`src/rtl/dma_rf_pkg.sv`:
```
package dma_rf_pkg;
  localparam int BUS_W  = 8;
  localparam int REG_W  = 2 * BUS_W;
  localparam int OFS_W  = 4;
  localparam int MODE_W = BUS_W - 2;
  localparam int SET_BIT = 2;

  localparam logic [OFS_W-1:0] OFS_CMD     = 4'h8;
  localparam logic [OFS_W-1:0] OFS_REQ     = 4'h9;
  localparam logic [OFS_W-1:0] OFS_SMASK   = 4'hA;
  localparam logic [OFS_W-1:0] OFS_MODE    = 4'hB;
  localparam logic [OFS_W-1:0] OFS_CLRPTR  = 4'hC;
  localparam logic [OFS_W-1:0] OFS_MCLR    = 4'hD;
  localparam logic [OFS_W-1:0] OFS_CLRMASK = 4'hE;
  localparam logic [OFS_W-1:0] OFS_ALLMASK = 4'hF;

  // mode field as stored from write data bits 7:2
  typedef struct packed {
    logic [1:0] svc;
    logic       dec;
    logic       reload;
    logic [1:0] xfer;
  } mode_t;

  typedef struct packed {
    logic cmd_wr;
    logic req_wr;
    logic smask_wr;
    logic mode_wr;
    logic clrptr_wr;
    logic mclr_wr;
    logic clrmask_wr;
    logic allmask_wr;
    logic stat_rd;
    logic chan_acc;
    logic chan_wr;
    logic chan_rd;
  } strobe_t;
endpackage

```
`src/rtl/dma_rf_decode.sv`:
```
module dma_rf_decode
  import dma_rf_pkg::*;
#(
  parameter int NCH = 4,
  localparam int CH_W = $clog2(NCH)
) (
  input  logic [OFS_W-1:0] addr_i,
  input  logic             wr_i,
  input  logic             rd_i,
  output strobe_t          strb_o,
  output logic [CH_W-1:0]  ch_o,
  output logic             is_cnt_o
);
  logic rd_eff, in_chan;

  assign rd_eff  = rd_i & ~wr_i;
  assign in_chan = int'(addr_i) < 2 * NCH;
  assign ch_o    = addr_i[CH_W:1];
  assign is_cnt_o = addr_i[0];

  always_comb begin
    strb_o            = '0;
    strb_o.chan_acc   = in_chan & (wr_i | rd_eff);
    strb_o.chan_wr    = in_chan & wr_i;
    strb_o.chan_rd    = in_chan & rd_eff;
    strb_o.cmd_wr     = wr_i & (addr_i == OFS_CMD);
    strb_o.req_wr     = wr_i & (addr_i == OFS_REQ);
    strb_o.smask_wr   = wr_i & (addr_i == OFS_SMASK);
    strb_o.mode_wr    = wr_i & (addr_i == OFS_MODE);
    strb_o.clrptr_wr  = wr_i & (addr_i == OFS_CLRPTR);
    strb_o.mclr_wr    = wr_i & (addr_i == OFS_MCLR);
    strb_o.clrmask_wr = wr_i & (addr_i == OFS_CLRMASK);
    strb_o.allmask_wr = wr_i & (addr_i == OFS_ALLMASK);
    strb_o.stat_rd    = rd_eff & (addr_i == OFS_CMD);
  end
endmodule

```
`src/rtl/dma_rf_chan.sv`:
```
module dma_rf_chan
  import dma_rf_pkg::*;
(
  input  logic             clk_i,
  input  logic             rst_ni,
  input  logic             wr_addr_i,
  input  logic             wr_cnt_i,
  input  logic             byte_hi_i,
  input  logic [BUS_W-1:0] wdata_i,
  input  logic             step_i,
  input  logic             dec_i,
  input  logic             reload_i,
  output logic [REG_W-1:0] cur_addr_o,
  output logic [REG_W-1:0] cur_cnt_o,
  output logic             tc_o
);
  logic [REG_W-1:0] base_addr_q, base_cnt_q, cur_addr_q, cur_cnt_q;

  assign tc_o       = step_i & (cur_cnt_q == '0);
  assign cur_addr_o = cur_addr_q;
  assign cur_cnt_o  = cur_cnt_q;

  always_ff @(posedge clk_i or negedge rst_ni) begin
    if (!rst_ni) begin
      base_addr_q <= '0;
      base_cnt_q  <= '0;
      cur_addr_q  <= '0;
      cur_cnt_q   <= '0;
    end else if (wr_addr_i) begin
      if (byte_hi_i) begin
        base_addr_q[REG_W-1:BUS_W] <= wdata_i;
        cur_addr_q[REG_W-1:BUS_W]  <= wdata_i;
      end else begin
        base_addr_q[BUS_W-1:0] <= wdata_i;
        cur_addr_q[BUS_W-1:0]  <= wdata_i;
      end
    end else if (wr_cnt_i) begin
      if (byte_hi_i) begin
        base_cnt_q[REG_W-1:BUS_W] <= wdata_i;
        cur_cnt_q[REG_W-1:BUS_W]  <= wdata_i;
      end else begin
        base_cnt_q[BUS_W-1:0] <= wdata_i;
        cur_cnt_q[BUS_W-1:0]  <= wdata_i;
      end
    end else if (step_i) begin
      if (tc_o && reload_i) begin
        cur_addr_q <= base_addr_q;
        cur_cnt_q  <= base_cnt_q;
      end else begin
        cur_cnt_q  <= cur_cnt_q - 1'b1;
        cur_addr_q <= dec_i ? cur_addr_q - 1'b1 : cur_addr_q + 1'b1;
      end
    end
  end
endmodule

```
`src/rtl/dma_rf_ctrl.sv`:
```
module dma_rf_ctrl
  import dma_rf_pkg::*;
#(
  parameter int NCH = 4,
  localparam int CH_W = $clog2(NCH)
) (
  input  logic               clk_i,
  input  logic               rst_ni,
  input  strobe_t            strb_i,
  input  logic [BUS_W-1:0]   wdata_i,
  input  logic [NCH-1:0]     tc_i,
  output logic [BUS_W-1:0]   cmd_o,
  output logic [NCH-1:0]     mask_o,
  output logic [NCH-1:0]     req_o,
  output logic [NCH-1:0]     tcst_o,
  output mode_t              mode_o [NCH],
  output logic               byte_hi_o
);
  logic [BUS_W-1:0] cmd_q;
  logic [NCH-1:0]   mask_q, mask_d, req_q, tcst_q, reload_v;
  mode_t            mode_q [NCH];
  logic             ptr_q;
  logic [CH_W-1:0]  sel;

  assign sel = wdata_i[CH_W-1:0];

  for (genvar c = 0; c < NCH; c++) begin : g_reload
    assign reload_v[c] = mode_q[c].reload;
    assign mode_o[c]   = mode_q[c];
  end

  always_comb begin
    mask_d = mask_q;
    if (strb_i.mclr_wr)         mask_d = '1;
    else if (strb_i.clrmask_wr) mask_d = '0;
    else if (strb_i.allmask_wr) mask_d = wdata_i[NCH-1:0];
    else if (strb_i.smask_wr)   mask_d[sel] = wdata_i[SET_BIT];
    // terminal count without reload parks the channel
    mask_d = mask_d | (tc_i & ~reload_v);
  end

  always_ff @(posedge clk_i or negedge rst_ni) begin
    if (!rst_ni) begin
      cmd_q  <= '0;
      mask_q <= '1;
      req_q  <= '0;
      tcst_q <= '0;
      ptr_q  <= 1'b0;
    end else begin
      mask_q <= mask_d;
      if (strb_i.mclr_wr) begin
        cmd_q  <= '0;
        req_q  <= '0;
        tcst_q <= '0;
        ptr_q  <= 1'b0;
      end else begin
        if (strb_i.cmd_wr) cmd_q <= wdata_i;
        if (strb_i.req_wr) req_q[sel] <= wdata_i[SET_BIT];
        tcst_q <= (strb_i.stat_rd ? '0 : tcst_q) | tc_i;
        if (strb_i.clrptr_wr)     ptr_q <= 1'b0;
        else if (strb_i.chan_acc) ptr_q <= ~ptr_q;
      end
    end
  end

  always_ff @(posedge clk_i or negedge rst_ni) begin
    if (!rst_ni) begin
      for (int c = 0; c < NCH; c++) mode_q[c] <= '0;
    end else if (strb_i.mode_wr) begin
      mode_q[sel] <= mode_t'(wdata_i[BUS_W-1:BUS_W-MODE_W]);
    end
  end

  assign cmd_o     = cmd_q;
  assign mask_o    = mask_q;
  assign req_o     = req_q;
  assign tcst_o    = tcst_q;
  assign byte_hi_o = ptr_q;
endmodule

```
`src/rtl/dma_regfile.sv`:
```
module dma_regfile
  import dma_rf_pkg::*;
#(
  parameter int NCH = 4,
  localparam int CH_W = $clog2(NCH)
) (
  input  logic                  clk_i,
  input  logic                  rst_ni,
  input  logic [OFS_W-1:0]      bus_addr_i,
  input  logic [BUS_W-1:0]      bus_wdata_i,
  input  logic                  bus_wr_i,
  input  logic                  bus_rd_i,
  output logic [BUS_W-1:0]      bus_rdata_o,
  input  logic                  step_i,
  input  logic [CH_W-1:0]       step_ch_i,
  output logic [BUS_W-1:0]      cmd_o,
  output logic [NCH-1:0]        mask_o,
  output logic [NCH-1:0]        req_o,
  output logic [NCH*MODE_W-1:0] mode_o,
  output logic [NCH*REG_W-1:0]  cur_addr_o,
  output logic [NCH-1:0]        tc_o
);
  strobe_t          strb;
  logic [CH_W-1:0]  port_ch;
  logic             port_cnt;
  logic             byte_hi;
  logic [NCH-1:0]   tcst;
  mode_t            mode_v [NCH];
  logic [REG_W-1:0] cur_addr [NCH];
  logic [REG_W-1:0] cur_cnt  [NCH];
  logic [REG_W-1:0] rd_word;

  dma_rf_decode #(.NCH(NCH)) i_decode (
    .addr_i   (bus_addr_i),
    .wr_i     (bus_wr_i),
    .rd_i     (bus_rd_i),
    .strb_o   (strb),
    .ch_o     (port_ch),
    .is_cnt_o (port_cnt)
  );

  dma_rf_ctrl #(.NCH(NCH)) i_ctrl (
    .clk_i     (clk_i),
    .rst_ni    (rst_ni),
    .strb_i    (strb),
    .wdata_i   (bus_wdata_i),
    .tc_i      (tc_o),
    .cmd_o     (cmd_o),
    .mask_o    (mask_o),
    .req_o     (req_o),
    .tcst_o    (tcst),
    .mode_o    (mode_v),
    .byte_hi_o (byte_hi)
  );

  for (genvar c = 0; c < NCH; c++) begin : g_chan
    logic sel_c, wr_hit, step_en;

    assign sel_c   = (port_ch == CH_W'(c));
    assign wr_hit  = strb.chan_wr & sel_c;
    // bus write to this channel wins over a step
    assign step_en = step_i & (step_ch_i == CH_W'(c)) & ~mask_o[c] & ~cmd_o[2] & ~wr_hit;

    dma_rf_chan i_chan (
      .clk_i      (clk_i),
      .rst_ni     (rst_ni),
      .wr_addr_i  (wr_hit & ~port_cnt),
      .wr_cnt_i   (wr_hit & port_cnt),
      .byte_hi_i  (byte_hi),
      .wdata_i    (bus_wdata_i),
      .step_i     (step_en),
      .dec_i      (mode_v[c].dec),
      .reload_i   (mode_v[c].reload),
      .cur_addr_o (cur_addr[c]),
      .cur_cnt_o  (cur_cnt[c]),
      .tc_o       (tc_o[c])
    );

    assign cur_addr_o[c*REG_W +: REG_W] = cur_addr[c];
    assign mode_o[c*MODE_W +: MODE_W]   = mode_v[c];
  end

  assign rd_word = port_cnt ? cur_cnt[port_ch] : cur_addr[port_ch];

  always_comb begin
    bus_rdata_o = '0;
    if (strb.chan_rd)      bus_rdata_o = byte_hi ? rd_word[REG_W-1:BUS_W] : rd_word[BUS_W-1:0];
    else if (strb.stat_rd) bus_rdata_o = BUS_W'({req_o, tcst});
  end
endmodule

```
`config.mk`:
```
export PLATFORM = sky130hd
export DESIGN_NAME = dma_regfile
export DESIGN_NICKNAME = d
export VERILOG_FILES = /design/src/rtl/dma_rf_pkg.sv /design/src/rtl/dma_rf_decode.sv /design/src/rtl/dma_rf_chan.sv /design/src/rtl/dma_rf_ctrl.sv /design/src/rtl/dma_regfile.sv
export SDC_FILE = /design/constraint.sdc
export NUM_CORES = 1
export LEC_CHECK = 0
export ABC_AREA = 1
export BUFFER_PORTS_ARGS = -buffer_cell sky130_fd_sc_hd__buf_4
export CAP_MARGIN = 20
export CORE_ASPECT_RATIO = 1.5
export CORE_MARGIN = 3
export CORE_UTILIZATION = 35
export DETAILED_ROUTE_END_ITERATION = 8
export GPL_TIMING_DRIVEN = 0
export SYNTH_ARGS = -nofsm -noshare
export SYNTH_HDL_FRONTEND = slang
export SYNTH_SLANG_ARGS = --single-unit
export TNS_END_PERCENT = 5
```
`constraint.sdc`:
```
create_clock -name clk_i -period 2.3 [get_ports clk_i]
set_input_delay 0.345 -clock clk_i [delete_from_list [all_inputs] [get_ports clk_i]]
set_output_delay 0.345 -clock clk_i [all_outputs]
set_load 0.02 [all_outputs]
```
==> results.cfg, run 1 <==
[critical_path]
cp_cell_sequence = a22oi_2 -> nand4_1 -> o211ai_1 -> nand2_1 -> nand2_2 -> nand2_4 -> buf_6
endpoint_kind = output pin
worstPathArrival_ps = 2150
crit_fanout = 4
cp_slowest_cell = dfrtp_2
start_kind = flip-flop
required_ps = 1960
critical_path_class = reg -> out
critPathMaxStageDelay_ps = 450

[clock_network]
clockBufferDepth = 3
cts_tree = done
numCtsBuffers = 30
cts.htree.levels = 1
cts.sinks = 301
clk_pin_slew_ps = 70
worstSkewPairLatency_ps = 610
root_buffer = clkbuf_16

[routing]
wl_mm = 85.4
via_count = 21587
drt_pass1_iterations = 5
drc = 0
avgViaCountPerCell = 5.17
drt-initial-drc-count = 1749
ant_nets = 0
routedWlPerCell_um = 20.4

[sta]
worst_pin_slew_ps = 1320
hold_violations = 0
setup_viol = 16
post-route-worst-setup-slack_ps = -195
rsz0062_at_grt = yes
max_freq_mhz = 401
slew_headroom_pct = 11.9
post-route-period-util_pct = 108
min_period_ps = 2490
fin_skew_ps = 19.2
slew_violations = 0

[yosys]
syn_inst = 3162
syn_avg_cell_area_um2 = 6.66
synth_top_family_by_area = simple AND/OR/NAND/NOR gates
synthSimpleGateAreaFrac_pct = 36.9
synth.distinct_cells = 49
synth_warnings = 0
synthMuxAreaShare_pct = 0.0534
synthXorXnorAreaFrac_pct = 2.33
synth-compound-area-share_pct = 11.0
seq_area_frac_synth_pct = 35.8
synth-seq-cells = 301
synthAdderAreaFrac_pct = 4.18
syn_area_um2 = 21100
synth_edf_count = 0
synth_nets = 3249
synthFlopType = dfrtp_1
synthArstFlopShare_pct = 100

[power_and_ir_drop]
powerDensity_nw_per_um2 = 1180
vdd_ir_drop_max_uv = 624
p_sw_uw = 13800
p_sw_share_pct = 46.7
p_leak_uw = 0.0130
power_frac_comb_pct = 47.4
clkPwrFrac_pct = 18.0
p_total_uw = 29600
seqPwrFrac_pct = 34.5
p_int_uw = 15800

[global_route]
grt_max_degree = 111
grt_pass1_vias = 20818
grt_pass1_wl_mm = 128
antenna_found_initial = 1
grt_overflow = 0
grt_usage_pct = 26.7

[run_status]
violations = negative setup slack
run_status = finished, violations left

[layout]
nNetsFinal = 3464
diodes = 0
syn_to_final_growth_pct = 19.5
layout.cells.non_filler = 4178
drive_above_1_share_pct = 16.4

[job]
cap_violations = 0

[die]
fp.coreArea_um2 = 59300
die_area_um2 = 63200
die_w_um = 206
boundaryPins = 135
rows = 109
start_util_pct = 35.5
die_y_um = 307

[place]
io_buffers = 129
place_congestion = 1.05
hpwl_mm = 66.0
place_inst = 4077

[hold_path]
hold_path_class = in -> reg
==> flip-flops by register name, summed over array words and instances (netlist names) <==
register	count
g_chan.i_chan.base_addr_q	64
g_chan.i_chan.base_cnt_q	64
g_chan.i_chan.cur_addr_o	64
g_chan.i_chan.cur_cnt_o	64
i_ctrl.byte_hi_o	1
i_ctrl.cmd_o	8
i_ctrl.mask_o	4
i_ctrl.mode_o	24
i_ctrl.req_o	4
i_ctrl.tcst_o	4
==> cells in the final DEF, fill, tap and decap left out, types with 13 or more instances in the layout <==
master,synthesis,layout
nor2_2,13,28
nand2_1,922,901
nand4_1,46,46
buf_4,17,177
a21oi_1,185,183
o21ai_0,183,176
buf_2,38,32
buf_6,6,20
nand3_1,206,200
xnor2_1,28,28
o211ai_1,20,20
inv_1,361,352
nor2_4,24,32
clkbuf_16,0,32
clkbuf_1,46,41
dfrtp_2,0,47
nor3_1,16,14
dfrtp_1,297,249
ha_1,64,60
nor2_1,491,468
xor2_1,28,28
nand3b_1,13,13
nand2_2,10,26
inv_2,25,29
o21ai_1,30,34
==> cell usage after synthesis (2+ instances only) <==
master,instances,area [µm²]
a21oi_1,185,926
a22oi_1,9,67.6
and2_1,4,25.0
buf_1,5,18.8
buf_2,38,190
buf_4,17,128
buf_6,6,67.6
clkbuf_1,46,173
clkinv_2,2,10.0
dfrtp_1,297,7430
dfstp_2,4,105
fa_1,4,80.1
ha_1,64,801
inv_1,361,1360
inv_2,25,93.8
inv_4,6,37.5
nand2_1,922,3460
nand2_2,10,62.6
nand2_4,4,45.0
nand3_1,206,1030
nand3_2,6,60.1
nand3_4,2,35.0
nand3b_1,13,97.6
nand4_1,46,288
nand4_2,2,25.0
nor2_1,491,1840
nor2_2,13,81.3
nor2_4,24,270
nor2_8,11,220
nor3_1,16,80.1
o2111ai_1,2,17.5
o211ai_1,20,150
o21ai_0,183,916
o21ai_1,30,150
o221ai_1,2,17.5
o22ai_1,3,18.8
o31ai_1,3,22.5
or2_0,5,31.3
or2_2,11,68.8
xnor2_1,28,245
xor2_1,28,245
==> power by group through the flow <==
stage	Combinational (µW)	Sequential, µW	Clock (µW)
floorplan	8670	9380	0
global placement	12900	10200	0
detailed placement	13100	10200	0
CTS	13900	10100	5410
global route	15800	10300	5630
finish	14000	10200	5340
==> final timing paths <==
check                                                  from                                to  slack [ps]  cells after the start
max in group asynchronous                            rst_ni    g_chan[1].i_chan.cur_cnt_o[10]         890                      4
min                                          bus_wdata_i[2]                   i_ctrl.req_o[2]          80                      3
max                          g_chan[0].i_chan.cur_addr_o[2]                    bus_rdata_o[2]        -190                      7
max reg2reg                   g_chan[0].i_chan.cur_cnt_o[1]   g_chan[0].i_chan.cur_addr_o[14]         -50                     13
min reg2reg                g_chan[1].i_chan.base_addr_q[10]  g_chan[1].i_chan.base_addr_q[10]         480                      2
min in group asynchronous                            rst_ni   g_chan[3].i_chan.base_addr_q[4]         180                      2
==> stage by stage <==
step	utilization, %	setup TNS (ps)	worst slack (ps)	hold WS (ps)	cell area, µm²
floorplan	-	0	130	49.4	21100
global placement	38.8	-637890	-2100	458	23000
detailed placement	39.1	-13820	-507	198	23200
CTS	42.1	-1490	-159	66.5	25000
global route	42.4	-3160	-197	95.5	25200
finish	42.4	-1340	-195	84.8	25200
==> critical path, delay by kind of cell, from the launching register on <==
kind | cells | cell delay (ps)
simple gates | 4 | 440
compound gates | 2 | 540
buf+inv | 1 | 130
flops | 1 | 450
==> cell families after synthesis <==
group | after synthesis
DFF | 301
muxes | 1
AOI/OAI and AO/OA | 440
buffers and inverters | 506
and+or+nand+nor | 1790
xor gates and xnor gates | 56
adders and majority gates | 68
==> repair_timing <==
item | in CTS | in global routing
pin swaps | 29 | 24
setup buffers | 39 | 6
hold endpoints to repair | 151 | 0
endpoints found under the setup margin | 97 | 102
gates cloned | 1 | 1
hold buffers | 1 | 0
resized for setup | 147 | 76
==> layout make-up <==
type	instances	area (µm²)
fillers	6297	34200
clock inverters	17	198
repair buffers	185	1580
flip-flops and latches	301	7600
multi-input cells	2355	11800
plain buffers	110	644
well taps	777	972
inverters	394	1520
clock buffers	39	846
==> layer usage <==
layer / GRT usage (%) / vias to the layer above / share of wire [%]
met4: 13.8 / 2 / 6.3
met3: 3.24 / 237 / 6.3
met2: 45.8 / 751 / 49
met5: 0 / - / 0.015
li1: - / 10454 / -
met1: 32.6 / 10143 / 39
Power figures use the tool's default switching activity.
==> run 2: changes to the inputs <==
SETUP_SLACK_MARGIN = 0.4   (was not set)
==> run 2 against run 1 <==
- register-to-register slack better by 180 ps
- sequential cell count stayed put
- critical endpoint is now bus_rdata_o[0]
- combinational power is 13% higher
- worst hold slack better by 74 ps
- global-route usage is 0.14 points higher
- first-iteration DRC count is 2.0% lower
- clock skew is 5.6 ps lower
- the run still ends with negative setup slack left
- non-clock buffer count is 17 higher
- count of clock-buffer cells in the layout is 14 higher
- largest cell class unchanged
- core utilization is 2.9 points higher
- critical path type unchanged
- largest power group unchanged
- sequential share of layout area is 1.9 points lower
- total power is 8.2% higher
==> results.cfg, run 2 (same netlist as run 1, synthesis figures left out) <==
[run_status]
run_status = finished, violations left
violations = negative setup slack

[sta]
hold_slack_ps = 159
worst_pin_slew_ps = 1160
slew_headroom_pct = 22.7
fin_tns_setup_ps = -517
setup_viol = 8
hold_violations = 0
post-route-worst-setup-slack_ps = -128
rsz0062_at_grt = yes
slew_violations = 0
min_period_ps = 2430
post-route-period-util_pct = 106
fin_skew_ps = 13.5
max_freq_mhz = 412

[power_and_ir_drop]
powerDensity_nw_per_um2 = 1190
p_int_uw = 17200
p_sw_share_pct = 46.3
vdd_ir_drop_max_uv = 457
p_sw_uw = 14800
seqPwrFrac_pct = 32.5
power_frac_comb_pct = 49.5
clkPwrFrac_pct = 17.9
p_leak_uw = 0.0136
p_total_uw = 32000

[critical_path]
crit_fanout = 3
worstReg2RegStart = g_chan[1].i_chan.cur_cnt_o[8]
rr_worst_depth = 12
worstPathArrival_ps = 2080
start_kind = flip-flop
r2r_end = g_chan[1].i_chan.cur_cnt_o[10]
required_ps = 1960
r2r_setup_slack_ps = 130
endpoint_kind = output pin
critical_path_class = reg -> out

[hold_path]
min-delay-start = bus_wdata_i[6]
hold_depth = 3
worstHoldEndpoint = g_chan[2].i_chan.base_addr_q[14]
hold_path_class = in -> reg

[die]
fp.coreArea_um2 = 59300
die_y_um = 307
die_w_um = 206
die_area_um2 = 63200
rows = 109
start_util_pct = 35.5
boundaryPins = 135

[global_route]
grt_pass1_wl_mm = 129
grt_overflow = 0
grt_max_degree = 105
grt_usage_pct = 26.8
grt_pass1_vias = 21290
antenna_found_initial = 0

[place]
place_congestion = 1.06
post_dp_cell_area_um2 = 23200
hpwl_mm = 65.7
place_inst = 4075
io_buffers = 129

[routing]
via_count = 22002
drc = 0
drt_pass1_iterations = 6
routedWlPerCell_um = 20.6
avgViaCountPerCell = 5.24
wl_mm = 86.5
ant_nets = 0
drt-initial-drc-count = 1714

[job]
cap_violations = 0

[layout]
nNetsFinal = 3485
final_cell_mix = nand2_1, nor2_1, inv_1, dfrtp_1, buf_4
diodes = 0
finalInstanceArea_um2 = 26900
drive_above_1_share_pct = 23.3
final_common_cell = nand2_1
syn_to_final_growth_pct = 27.6
layout.cells.non_filler = 4200

[clock_network]
clk_pin_slew_ps = 60
cts.sinks = 301
cts_tree = done
clockBufferDepth = 3
cts.htree.levels = 2
root_buffer = clkbuf_16
numCtsBuffers = 34
worstSkewPairLatency_ps = 540
run 2: changes by cell type in the layout (fill, tap and decap cells not counted), moves of 13 or more:
cell	before	now
a21oi_1	183	148
a21oi_2	2	36
buf_6	20	37
ha_1	60	32
ha_4	3	31
nand2_1	901	863
nand2_2	26	42
nand2_4	9	31
nand3_1	200	137
nand3_2	10	62
o21ai_0	176	159
o21ai_1	34	47
run 2: power by group through the flow:
stage / registers, µW / logic (µW) / clock network, µW
6_report: 10400 / 15800 / 5740
5_1_grt: 10500 / 17600 / 6020
4_1_cts: 10200 / 14700 / 5810
3_5_place_dp: 10200 / 13100 / 0
3_3_place_gp: 10200 / 12900 / 0
2_1_floorplan: 9380 / 8670 / 0
run 2: worst max-delay path, cell delays in order (launching register included):
cell and delay [ps]:
dfrtp_2 450, buf_6 140, a22oi_2 300, nand4_1 200, a21oi_2 190, o21ai_2 120
buf_6 150
run 2: worst max path at each step:
| stage | from | to | slack (ps) | cells past startpoint |
|---|---|---|---|---|
| after global routing | g_chan[0].i_chan.cur_cnt_o[11] | bus_rdata_o[3] | -110 | 7 |
| final | g_chan[0].i_chan.cur_cnt_o[0] | bus_rdata_o[0] | -130 | 6 |
| after global placement | rst_ni | g_chan[0].i_chan.cur_cnt_o[14] | -2060 | 1 |
| after floorplan | bus_addr_i[2] | bus_rdata_o[4] | 330 | 12 |
| after detailed placement | bus_addr_i[2] | bus_rdata_o[4] | -330 | 13 |
| after CTS | i_ctrl.byte_hi_o | bus_rdata_o[0] | -60 | 10 |
run 2: stage by stage:
| stage | setup WS (ps) | utilization [%] |
|---|---|---|
| finish | -128 | 45.3 |
| global route | -108 | 45.3 |
| CTS | -64.7 | 43.7 |
| detailed placement | -330 | 39.0 |
| global placement | -2060 | 38.8 |
| floorplan | 330 | - |
run 2: area by class of cell:
type | count | area [µm²]
Tap cell | 777 | 972
Sequential cell | 301 | 7620
Multi-Input combinational cell | 2355 | 13100
Clock buffer | 53 | 1060
Fill cell | 6070 | 32400
Buffer | 112 | 840
Clock inverter | 8 | 96.3
Timing Repair Buffer | 200 | 1720
Inverter | 394 | 1540
run 2: per-layer routing:
layer | up-vias | share of wire (%) | global-route usage, %
li1 | 10498 | - | -
met2 | 809 | 48 | 45.7
met5 | - | 0 | 0
met4 | 0 | 6.9 | 15.1
met1 | 10433 | 39 | 32.2
met3 | 262 | 5.9 | 3.78
run 2: timing repair:
item                                   4_1_cts  5_1_grt
gates cloned                                 1        2
endpoints found under the hold margin       98        0
hold buffers                                 1        0
setup endpoints to repair                  186      149
gates resized for setup                    358      206
pin swaps                                  138      121
buffers inserted                            42       18
==> run 3: changes to the inputs <==
GPL_TIMING_DRIVEN = not set   (was 0)
==> run 3 against run 2 <==
- the run still ends with negative setup slack left
- critical endpoint unchanged
- maximum frequency up 4.4%
- die area unchanged
- largest power group unchanged
- first-iteration DRC count fell by 8.7%
==> results.cfg, run 3 (same netlist as run 1, synthesis figures left out) <==
[critical_path]
rr_worst_depth = 10
cp_num_buf_inv = 2
cpMostUsedCell = buf_6
endpoint_kind = output pin
r2r_end = g_chan[1].i_chan.cur_addr_o[6]
worstPathArrival_ps = 1980
crit_fanout = 2
cp_cell_sequence = buf_6 -> a22oi_2 -> nand4_1 -> a21oi_2 -> o21ai_2 -> buf_6
r2r_setup_slack_ps = 200
critical_path_class = reg -> out
worst-path-stages = 6
cp_slowest_cell = dfrtp_1
worstReg2RegStart = i_ctrl.mode_o[15]
start_kind = flip-flop
required_ps = 1960
critPathMaxStageDelay_ps = 400
cp_top_family = compound AO/OA/AOI/OAI gates

[place]
place_inst = 4146
post_dp_cell_area_um2 = 24100
pre_cts_ws_ps = 102
io_buffers = 134
place_congestion = 1.02
hpwl_mm = 64.9

[sta]
post-route-period-util_pct = 101
min_period_ps = 2320
max_freq_mhz = 430
post-route-worst-setup-slack_ps = -24.8
setup_viol = 1
fin_skew_ps = 39.7
worst_pin_slew_ps = 687
hold_violations = 0
slew_violations = 0
rsz0062_at_grt = yes
slew_headroom_pct = 54.2

[job]
cap_violations = 0

[global_route]
grtUsageMet3_pct = 3.26
grt_max_degree = 68
grt_pass1_wl_mm = 130
grt_overflow = 0
antenna_found_initial = 1
grt_usage_pct = 26.9
use_met2_pct = 46.9
grt_pass1_vias = 21685
met1_usage_pct = 32.2
grt-busiest-layer = met2

[power_and_ir_drop]
p_total_uw = 35300
vdd_ir_drop_max_uv = 472
p_leak_uw = 0.0143
powerDensity_nw_per_um2 = 1220

[die]
fp.coreArea_um2 = 59300
rows = 109
boundaryPins = 135
die_area_um2 = 63200
start_util_pct = 35.5
die_w_um = 206
die_y_um = 307

[routing]
drt-initial-drc-count = 1565
drt_pass1_iterations = 6
ant_nets = 0
via_count = 22429
avgViaCountPerCell = 5.27
wl_mm = 87.9
routedWlPerCell_um = 20.7
drc = 0

[clock_network]
worstSkewPairLatency_ps = 550
cts.htree.levels = 2
numCtsBuffers = 34
clockBufferDepth = 3
clk_pin_slew_ps = 70
cts.sinks = 301
root_buffer = clkbuf_16
cts_tree = done

[hold_path]
min-delay-start = bus_addr_i[3]
hold_path_class = in -> reg
hold_depth = 4
worstHoldEndpoint = i_ctrl.byte_hi_o

[layout]
utilization_pct = 48.6
n_fill_cell = 5878
syn_to_final_growth_pct = 36.8
final_cell_mix = nand2_1, nor2_1, inv_1, buf_4, dfrtp_1
nNetsFinal = 3540
layout.cells.non_filler = 4256
finalInstanceArea_um2 = 28800
drive_above_1_share_pct = 31.8
final_common_cell = nand2_1

[run_status]
violations = negative setup slack
run_status = finished, violations left
[run 3: changes by cell type in the layout (fill, tap and decap cells not counted), moves of 16 or more]
cell      change
a21oi_2      +52
clkbuf_1     -33
nand2_2      +67
nor2_1       -16
ha_4         +27
nand3_1      -17
buf_4       +128
a21oi_1      -59
ha_1         -28
nand2_4      +18
nand2_1      -87
buf_2        -31
[run 3: power by group]
group	switching (µW)	leakage (µW)	internal (µW)
combinational	11400	0.0103	8170
clock	2380	0.000578	3610
sequential	2500	0.00347	7250
total	16300	0.0143	19000
[run 3: how the worst max path moves through the flow]
| stage | startpoint | to | slack (ps) |
|---|---|---|---|
| final | g_chan[0].i_chan.cur_cnt_o[0] | bus_rdata_o[0] | -20 |
| after global routing | g_chan[2].i_chan.cur_cnt_o[14] | bus_rdata_o[6] | -70 |
| after CTS | g_chan[2].i_chan.cur_cnt_o[14] | bus_rdata_o[6] | -20 |
| after detailed placement | i_ctrl.mode_o[15] | g_chan[1].i_chan.cur_addr_o[15] | 100 |
| after global placement | bus_addr_i[1] | bus_rdata_o[5] | 20 |
| after floorplan | bus_addr_i[2] | bus_rdata_o[4] | 330 |
[run 3: layout make-up]
type / count / area [µm²] / share of cell area [%]
clock buffer: 46 / 957 / 3.32
timing repair buffer: 367 / 3220 / 11.2
antenna: 2 / 5.00 / 0.0174
multi-input combinational: 2355 / 14300 / 49.6
inverter: 394 / 1540 / 5.33
clock inverter: 14 / 233 / 0.807
tap: 777 / 972 / 3.37
sequential: 301 / 7610 / 26.4
[run 3: what timing repair did]
| action | 4_1_cts | 5_1_grt |
|---|---|---|
| buffers inserted | 27 | 20 |
| hold buffers | 1 | 0 |
| hold endpoints to repair | 57 | 0 |
| resized for setup | 315 | 464 |
| setup endpoints to repair | 135 | 141 |
| pin swaps | 130 | 323 |
[run 3: worst min-delay path, stage by stage]
cell	delay, ps
buf_4	100
o21ai_0	100
nand2_1	60
a21oi_1	60
[run 3: stage by stage]
| step | TNS, ps | hold slack, ps |
|---|---|---|
| finish | -24.8 | 148 |
| global route | -183 | 161 |
| CTS | -30.9 | 148 |
| detailed placement | 0 | 385 |
| global placement | 0 | 383 |
| floorplan | 0 | 49.4 |
[run 3: metal layers]
layer | wire (µm) | part of all wire [%] | vias up
met4 | 5930 | 6.7 | 0
met1 | 34200 | 39 | 10752
met2 | 43200 | 49 | 765
li1 | - | - | 10612
met3 | 4680 | 5.3 | 300
met5 | 0 | 0 | -
